<file path="config.mk">
export PLATFORM = sky130hd
export DESIGN_NAME = lcd_nibble_ctrl
export DESIGN_NICKNAME = d
export VERILOG_FILES = /design/src/rtl/lcd_pkg.sv /design/src/rtl/lcd_wait_timer.sv /design/src/rtl/lcd_nibble_phy.sv /design/src/rtl/lcd_nibble_ctrl.sv
export SDC_FILE = /design/constraint.sdc
export NUM_CORES = 1
export LEC_CHECK = 0
export BUFFER_PORTS_ARGS = -buffer_cell sky130_fd_sc_hd__buf_2
export CAP_MARGIN = 0
export CELL_PAD_IN_SITES_DETAIL_PLACEMENT = 0
export CELL_PAD_IN_SITES_GLOBAL_PLACEMENT = 1
export CORE_MARGIN = 8
export CORE_UTILIZATION = 40
export CTS_CLUSTER_DIAMETER = 200
export DETAILED_ROUTE_END_ITERATION = 8
export PLACE_DENSITY_LB_ADDON = 0.2
export SLEW_MARGIN = 0
export SYNTH_ARGS = -nofsm -noshare
export SYNTH_HDL_FRONTEND = slang
export SYNTH_SLANG_ARGS = --single-unit
</file>
<file path="constraint.sdc">
create_clock -name clk -period 2.5 [get_ports clk]
set_clock_uncertainty 0.2 [all_clocks]
set_input_delay 0.5 -clock clk [delete_from_list [all_inputs] [get_ports clk]]
set_output_delay 0.5 -clock clk [all_outputs]
set_load 0.01 [all_outputs]
</file>
<file path="src/rtl/lcd_pkg.sv">
package lcd_pkg;

  typedef enum logic [2:0] {
    S_WAIT, S_NIB, S_PHI, S_PLO, S_BHI, S_BLO, S_IDLE
  } seq_state_t;

  typedef enum logic [1:0] {
    G_BOOT, G_MODE, G_CMD, G_RUN
  } stage_t;

  typedef enum logic [1:0] {
    P_IDLE, P_SETUP, P_HIGH, P_LOW
  } phy_state_t;

  localparam int NUM_SETUP_CMDS = 6;

  function automatic logic [7:0] setup_cmd(input logic [2:0] idx);
    case (idx)
      3'd0:    setup_cmd = 8'h20;
      3'd1:    setup_cmd = 8'h08;
      3'd2:    setup_cmd = 8'h01;
      3'd3:    setup_cmd = 8'h06;
      3'd4:    setup_cmd = 8'h0C;
      default: setup_cmd = 8'h01;
    endcase
  endfunction

endpackage

</file>
<file path="src/rtl/lcd_wait_timer.sv">
module lcd_wait_timer #(
  parameter int W         = 24,
  parameter int RST_TICKS = 1000
) (
  input  logic         clk,
  input  logic         rst_n,
  input  logic         load,
  input  logic [W-1:0] ticks,
  output logic         expired
);
  logic [W-1:0] cnt;

  always_ff @(posedge clk) begin
    if (!rst_n)          cnt <= W'(RST_TICKS);
    else if (load)       cnt <= ticks;
    else if (cnt != '0)  cnt <= cnt - 1'b1;
  end

  assign expired = (cnt == '0) && !load;

endmodule

</file>
<file path="src/rtl/lcd_nibble_phy.sv">
module lcd_nibble_phy
  import lcd_pkg::*;
#(
  parameter int SETUP_CYC = 6,
  parameter int HIGH_CYC  = 45
) (
  input  logic       clk,
  input  logic       rst_n,
  input  logic       req,
  input  logic       req_wr,
  input  logic       req_rs,
  input  logic [3:0] req_nib,
  output logic       done,
  output logic [3:0] rd_nib,
  output logic [3:0] lcd_db_o,
  input  logic [3:0] lcd_db_i,
  output logic       lcd_db_oe,
  output logic       lcd_en,
  output logic       lcd_rw,
  output logic       lcd_rs
);
  localparam int CMAX = (SETUP_CYC > HIGH_CYC) ? SETUP_CYC : HIGH_CYC;
  localparam int CW   = $clog2(CMAX + 1);

  phy_state_t    ph;
  logic [CW-1:0] cnt;
  logic          wr_q, rs_q;
  logic [3:0]    nib_q;
  logic          reading;

  always_ff @(posedge clk) begin
    if (!rst_n) begin
      ph     <= P_IDLE;
      cnt    <= '0;
      wr_q   <= 1'b1;
      rs_q   <= 1'b0;
      nib_q  <= '0;
      rd_nib <= '0;
    end else begin
      case (ph)
        P_IDLE: if (req) begin
          wr_q  <= req_wr;
          rs_q  <= req_rs;
          nib_q <= req_nib;
          cnt   <= CW'(SETUP_CYC - 1);
          ph    <= P_SETUP;
        end
        P_SETUP: if (cnt == '0) begin
          cnt <= CW'(HIGH_CYC - 1);
          ph  <= P_HIGH;
        end else cnt <= cnt - 1'b1;
        P_HIGH: if (cnt == '0) begin
          rd_nib <= lcd_db_i;
          cnt    <= CW'(HIGH_CYC - 1);
          ph     <= P_LOW;
        end else cnt <= cnt - 1'b1;
        default: if (cnt == '0) ph <= P_IDLE;
                 else cnt <= cnt - 1'b1;
      endcase
    end
  end

  assign reading   = (ph != P_IDLE) && !wr_q;
  assign done      = (ph == P_LOW) && (cnt == '0);
  assign lcd_en    = (ph == P_HIGH);
  assign lcd_rw    = reading;
  assign lcd_db_oe = !reading;
  assign lcd_rs    = (ph != P_IDLE) && rs_q;
  assign lcd_db_o  = nib_q;

  // strobe width observer for the checks below
  logic [CW:0] hi_len;
  always_ff @(posedge clk) begin
    if (!rst_n)      hi_len <= '0;
    else if (lcd_en) hi_len <= hi_len + 1'b1;
    else             hi_len <= '0;
  end

  p_en_min_high_r7: assert property (@(posedge clk) disable iff (!rst_n)
    $fell(lcd_en) |-> (hi_len >= (CW+1)'(HIGH_CYC)));

  p_bus_stable_r7: assert property (@(posedge clk) disable iff (!rst_n)
    (lcd_en && $past(lcd_en)) |-> ($stable(lcd_db_o) && $stable(lcd_rs) &&
                                   $stable(lcd_rw) && $stable(lcd_db_oe)));

endmodule

</file>
<file path="src/rtl/lcd_nibble_ctrl.sv">
module lcd_nibble_ctrl
  import lcd_pkg::*;
#(
  parameter int CLK_HZ      = 100_000_000,
  parameter int PWR_WAIT_US = 20_000,
  parameter int GAP_A_US    = 5_000,
  parameter int GAP_B_US    = 1_000,
  parameter int EN_HIGH_NS  = 450,
  parameter int SETUP_NS    = 60
) (
  input  logic       clk,
  input  logic       rst_n,
  input  logic [7:0] in_data,
  input  logic       in_is_data,
  input  logic       in_valid,
  output logic       in_ready,
  output logic       init_done,
  output logic [3:0] lcd_db_o,
  input  logic [3:0] lcd_db_i,
  output logic       lcd_db_oe,
  output logic       lcd_en,
  output logic       lcd_rw,
  output logic       lcd_rs
);
  localparam int CYC_PER_US = CLK_HZ / 1_000_000;
  localparam int T_PWR  = CYC_PER_US * PWR_WAIT_US;
  localparam int T_GAPA = CYC_PER_US * GAP_A_US;
  localparam int T_GAPB = CYC_PER_US * GAP_B_US;
  localparam int T_M1   = (T_PWR > T_GAPA) ? T_PWR : T_GAPA;
  localparam int T_MAX  = (T_M1 > T_GAPB) ? T_M1 : T_GAPB;
  localparam int TW     = $clog2(T_MAX + 1);
  localparam int HIGH_RAW  = ((CLK_HZ / 1000) * EN_HIGH_NS + 999_999) / 1_000_000;
  localparam int SETUP_RAW = ((CLK_HZ / 1000) * SETUP_NS + 999_999) / 1_000_000;
  localparam int HIGH_CYC  = (HIGH_RAW < 1) ? 1 : HIGH_RAW;
  localparam int SETUP_CYC = (SETUP_RAW < 1) ? 1 : SETUP_RAW;
  localparam logic [2:0] LAST_CMD = 3'(NUM_SETUP_CMDS - 1);

  seq_state_t state;
  stage_t     stage;
  logic [1:0] boot_k;
  logic [2:0] cmd_idx;
  logic       busy_q, rs_q;
  logic [7:0] byte_q;

  logic          t_load, t_done;
  logic [TW-1:0] t_ticks;
  logic          phy_req, phy_wr, phy_rs, phy_done;
  logic [3:0]    phy_nib, phy_rd;

  lcd_wait_timer #(.W(TW), .RST_TICKS(T_PWR)) u_timer (
    .clk(clk), .rst_n(rst_n), .load(t_load), .ticks(t_ticks), .expired(t_done)
  );

  lcd_nibble_phy #(.SETUP_CYC(SETUP_CYC), .HIGH_CYC(HIGH_CYC)) u_phy (
    .clk(clk), .rst_n(rst_n), .req(phy_req), .req_wr(phy_wr), .req_rs(phy_rs),
    .req_nib(phy_nib), .done(phy_done), .rd_nib(phy_rd),
    .lcd_db_o(lcd_db_o), .lcd_db_i(lcd_db_i), .lcd_db_oe(lcd_db_oe),
    .lcd_en(lcd_en), .lcd_rw(lcd_rw), .lcd_rs(lcd_rs)
  );

  assign t_load  = (state == S_NIB) && phy_done && (stage == G_BOOT) && (boot_k != 2'd2);
  assign t_ticks = (boot_k == 2'd0) ? TW'(T_GAPA) : TW'(T_GAPB);

  always_comb begin
    phy_req = 1'b1;
    phy_wr  = 1'b1;
    phy_rs  = 1'b0;
    phy_nib = 4'h0;
    case (state)
      S_NIB:        phy_nib = (stage == G_MODE) ? 4'h2 : 4'h3;
      S_PHI, S_PLO: phy_wr  = 1'b0;
      S_BHI: begin phy_nib = byte_q[7:4]; phy_rs = rs_q; end
      S_BLO: begin phy_nib = byte_q[3:0]; phy_rs = rs_q; end
      default:      phy_req = 1'b0;
    endcase
  end

  always_ff @(posedge clk) begin
    if (!rst_n) begin
      state   <= S_WAIT;
      stage   <= G_BOOT;
      boot_k  <= '0;
      cmd_idx <= '0;
      busy_q  <= 1'b0;
      rs_q    <= 1'b0;
      byte_q  <= '0;
    end else begin
      case (state)
        S_WAIT: if (t_done) state <= S_NIB;
        S_NIB: if (phy_done) begin
          if (stage == G_BOOT) begin
            if (boot_k == 2'd2) begin
              stage <= G_MODE;
              state <= S_PHI;
            end else begin
              boot_k <= boot_k + 1'b1;
              state  <= S_WAIT;
            end
          end else begin
            stage   <= G_CMD;
            cmd_idx <= '0;
            state   <= S_PHI;
          end
        end
        S_PHI: if (phy_done) begin
          busy_q <= phy_rd[3];
          state  <= S_PLO;
        end
        S_PLO: if (phy_done) begin
          if (busy_q)              state <= S_PHI;
          else if (stage == G_MODE) state <= S_NIB;
          else begin
            if (stage == G_CMD) begin
              byte_q <= setup_cmd(cmd_idx);
              rs_q   <= 1'b0;
            end
            state <= S_BHI;
          end
        end
        S_BHI: if (phy_done) state <= S_BLO;
        S_BLO: if (phy_done) begin
          if (stage == G_CMD && cmd_idx != LAST_CMD) begin
            cmd_idx <= cmd_idx + 1'b1;
            state   <= S_PHI;
          end else begin
            stage <= G_RUN;
            state <= S_IDLE;
          end
        end
        default: if (in_valid) begin
          byte_q <= in_data;
          rs_q   <= in_is_data;
          state  <= S_PHI;
        end
      endcase
    end
  end

  assign init_done = (stage == G_RUN);
  assign in_ready  = (state == S_IDLE);

  p_quiet_in_wait_r1: assert property (@(posedge clk) disable iff (!rst_n)
    (state == S_WAIT) |-> !lcd_en);

  p_low_after_high_r4: assert property (@(posedge clk) disable iff (!rst_n)
    (state == S_BLO) |-> ($past(state) == S_BHI || $past(state) == S_BLO));

  p_read_dir_r5: assert property (@(posedge clk) disable iff (!rst_n)
    ((state == S_PHI || state == S_PLO) && lcd_en) |-> (lcd_rw && !lcd_rs && !lcd_db_oe));

  p_write_dir_r6: assert property (@(posedge clk) disable iff (!rst_n)
    ((state == S_NIB || state == S_BHI || state == S_BLO) && lcd_en) |-> (!lcd_rw && lcd_db_oe));

  p_ready_needs_init_r8: assert property (@(posedge clk) disable iff (!rst_n)
    in_ready |-> init_done);

  p_accept_drops_ready_r8: assert property (@(posedge clk) disable iff (!rst_n)
    (in_valid && in_ready) |=> !in_ready);

  p_init_sticky_r9: assert property (@(posedge clk) disable iff (!rst_n)
    init_done |=> init_done);

endmodule

</file>
==> impl_metrics.ini <==
[status]
outcome = complete, no violations

[timing]
report.final.slew_viol_count = 0
fin_crit_sh = 0.952
max_freq_mhz = 420
setup-tns-final_ps = 0
fin_crit_ps = 2380
report.final.setup_viol = 0
final-hold-violation-count = 0
worst_pin_slew_ps = 659
grt_setup_unrepaired = false
relSlewSlack = 0.556
whs_ps = 236

[drt]
ant_nets = 0
drt-initial-drc-count = 89
drt_pass1_iterations = 4
vias = 2848
route.detailed.drc = 0
dr_wl_cell_um = 14.3
routed_via_density = 5.41
postRouteWirelength_mm = 7.53

[global_routing]
grt_most_used_layer = met2
global_route.usage.met1 = 0.191
use_met3 = 0.0279
largest_net_degree_at_the_start_of_global_routing = 23
gr-usage-met2 = 0.213
via_count_of_the_first_global_routing_pass = 2639
groute.usage.overall = 0.138
number_of_antenna_violations_at_the_first_check_in_global_routing = 0
grt_overflow = 0
global_route_wire_length_before_repair_mm = 12.8

[synthesis]
post_synth_instance_area_sq_um = 3120
ys_seq_elements = 56
yosys_warnings = 0
synth-main-ff-cell = dfxtp_1
synth.top_cell.area_share = 0.360
synth_cell_types = 52
seq_area_frac_synth = 0.360
number_of_enable_type_register_cells_in_the_synthesized_netlist = 0
netlist_top_cells_area = dfxtp_1, ha_1, nor2_1, a21oi_1, nand3_1
synth.net_count = 422
dominant_cell_type_by_area_after_synthesis = dfxtp_1
synthArstFlopShare = 0
post_syn_area_per_cell_sq_um = 7.97
post_synth_inst_count = 391

[clocking]
tritoncts.num_buffers = 5
clock_latency_ps = 320
clockRootBuffer = clkbuf_8
cts.reportedPaths.clkPinSlew_ps = 110
cts_buffer_depth = 2
tritoncts = yes
post_cts_buffers = 0
cts.htree.levels = 2
ctsHoldBuffers = 0
cts.sink_count = 56

[setup_path]
critical_path.reg2reg.endpoint = u_timer.cnt[18]
crit_path_from = u_phy.ph[0]
regToRegSetupSlack_ps = 170
timing.critical_path.arrival_ps = 1680
timing.critical_path.required_ps = 1800
critical_path.reg2reg.startpoint = u_timer.cnt[2]
critPathKind = flop to output pin
worstRegToRegCells = 6
cp_max_fo = 9
endpoint_kind = output pin
start_kind = flop

[layout]
layout_net_count = 454
synthToLayoutAreaGrowth_pct = 14.8
mostFrequentLayoutCell = dfxtp_1
leading_cell_types_in_the_layout_fill_and_taps_excluded = dfxtp_1, nor2_1, nand2_1, nand3_1, a21oi_1
antenna_cells = 0
finish.instance_area_sq_um = 3580
drive_gt1_frac = 0.149
n_fill_cell = 790
finish.cell_count_without_fillers = 526

[floorplan]
io-pin-count = 26
die_area_sq_um = 10900
std_cell_rows = 32
floorplan.die.width_um = 104
initial_core_util = 0.408
die_h_um = 104
coreArea_sq_um = 7650

[power_and_ir_drop]
max-vdd-ir-drop_mv = 0.429
static-leakage-power_uw = 0.00136
design_power_total_uw = 2780
power.density_cell_area_nw_per_um2 = 776

[hold_path]
worst_hold_path.num_cells = 3
hold_path.startpoint = in_data[7]
worstHoldPathType = input port to flop
worstHoldEndpoint = byte_q[7]

[placement]
dpl.cell_count = 518
place_congestion = 0.842
hpwl_mm = 5.72
dpl-instance-area_sq_um = 3450
placement.io_buffers = 22

[job]
maxCapViolCount = 0
==> how the worst max path moves through the flow <==
stage / end / depth (start not counted)
after floorplan: u_timer.cnt[10] / 6
final: lcd_rw / 6
after global placement: u_timer.cnt[18] / 6
after CTS: u_timer.cnt[18] / 6
after detailed placement: u_timer.cnt[18] / 6
after global routing: state[2] / 7
==> state kept, by name, indices dropped and copies added, names as in the netlist <==
signal and flops:
boot_k 2, busy_q 1, byte_q 8, cmd_idx 3, rs_q 1, stage 2
state 3, u_phy.cnt 6, u_phy.lcd_db_o 4, u_phy.ph 2, u_phy.rd_nib 1, u_phy.rs_q 1
u_phy.wr_q 1, u_timer.cnt 21
==> worst max-delay path, cell delays in order (launching register included) <==
cell and delay, ps:
dfxtp_1 420, inv_1 90, ha_1 210, buf_4 180, or2_2 300, inv_1 50, buf_2 120
==> kinds of logic after synthesis <==
| kind of cell | after synthesis | share of synthesized area |
|---|---|---|
| AO/OA/AOI/OAI | 90 | 0.185 |
| XOR/XNOR | 15 | 0.0421 |
| adder cells (fa/ha/maj) | 15 | 0.0602 |
| buffers and inverters | 39 | 0.0478 |
| flip-flops | 56 | 0.360 |
| multiplexers | 12 | 0.0389 |
| AND/OR/NAND/NOR | 164 | 0.267 |
==> what timing repair did <==
item,in CTS,in global routing
resized for setup,0,1
hold endpoints to repair,0,0
endpoints found under the setup margin,0,1
==> final cells by class <==
| class | instances | area (sq um) | area share |
|---|---|---|---|
| inverters | 18 | 67.6 | 0.0189 |
| multi-input cells | 296 | 1850 | 0.517 |
| clock buffers | 6 | 82.6 | 0.0231 |
| repair buffers | 46 | 290 | 0.0811 |
| flip-flops and latches | 56 | 1120 | 0.313 |
| well taps | 102 | 128 | 0.0357 |
| clock inverters | 2 | 38.8 | 0.0108 |
==> cells in the mapped netlist (12+ instances only) <==
cell type / instances
a21oi_1: 25
clkbuf_1: 17
dfxtp_1: 56
ha_1: 15
inv_1: 17
nand2_1: 32
nand3_1: 25
nor2_1: 44
nor3_1: 13
o21ai_0: 24
or3_1: 12
xnor2_1: 12
==> stage by stage <==
stage	util	setup slack [ps]
after floorplan	-	166
final	0.468	119
after global placement	0.452	50.8
after CTS	0.468	25.8
after global routing	0.468	13.2
after detailed placement	0.452	61.3
==> per-layer routing <==
layer,part of all wire,vias up
met2,0.44,35
met3,0.033,4
met4,0.0066,0
li1,-,1462
met5,0,-
met1,0.52,1347
==> where the power goes <==
group          switching [uW]  internal, uW  total, uW
clock network             314           328        642
logic                     615           442       1060
registers                95.8           983       1080
No activity file was read; power rests on OpenSTA's default activity.
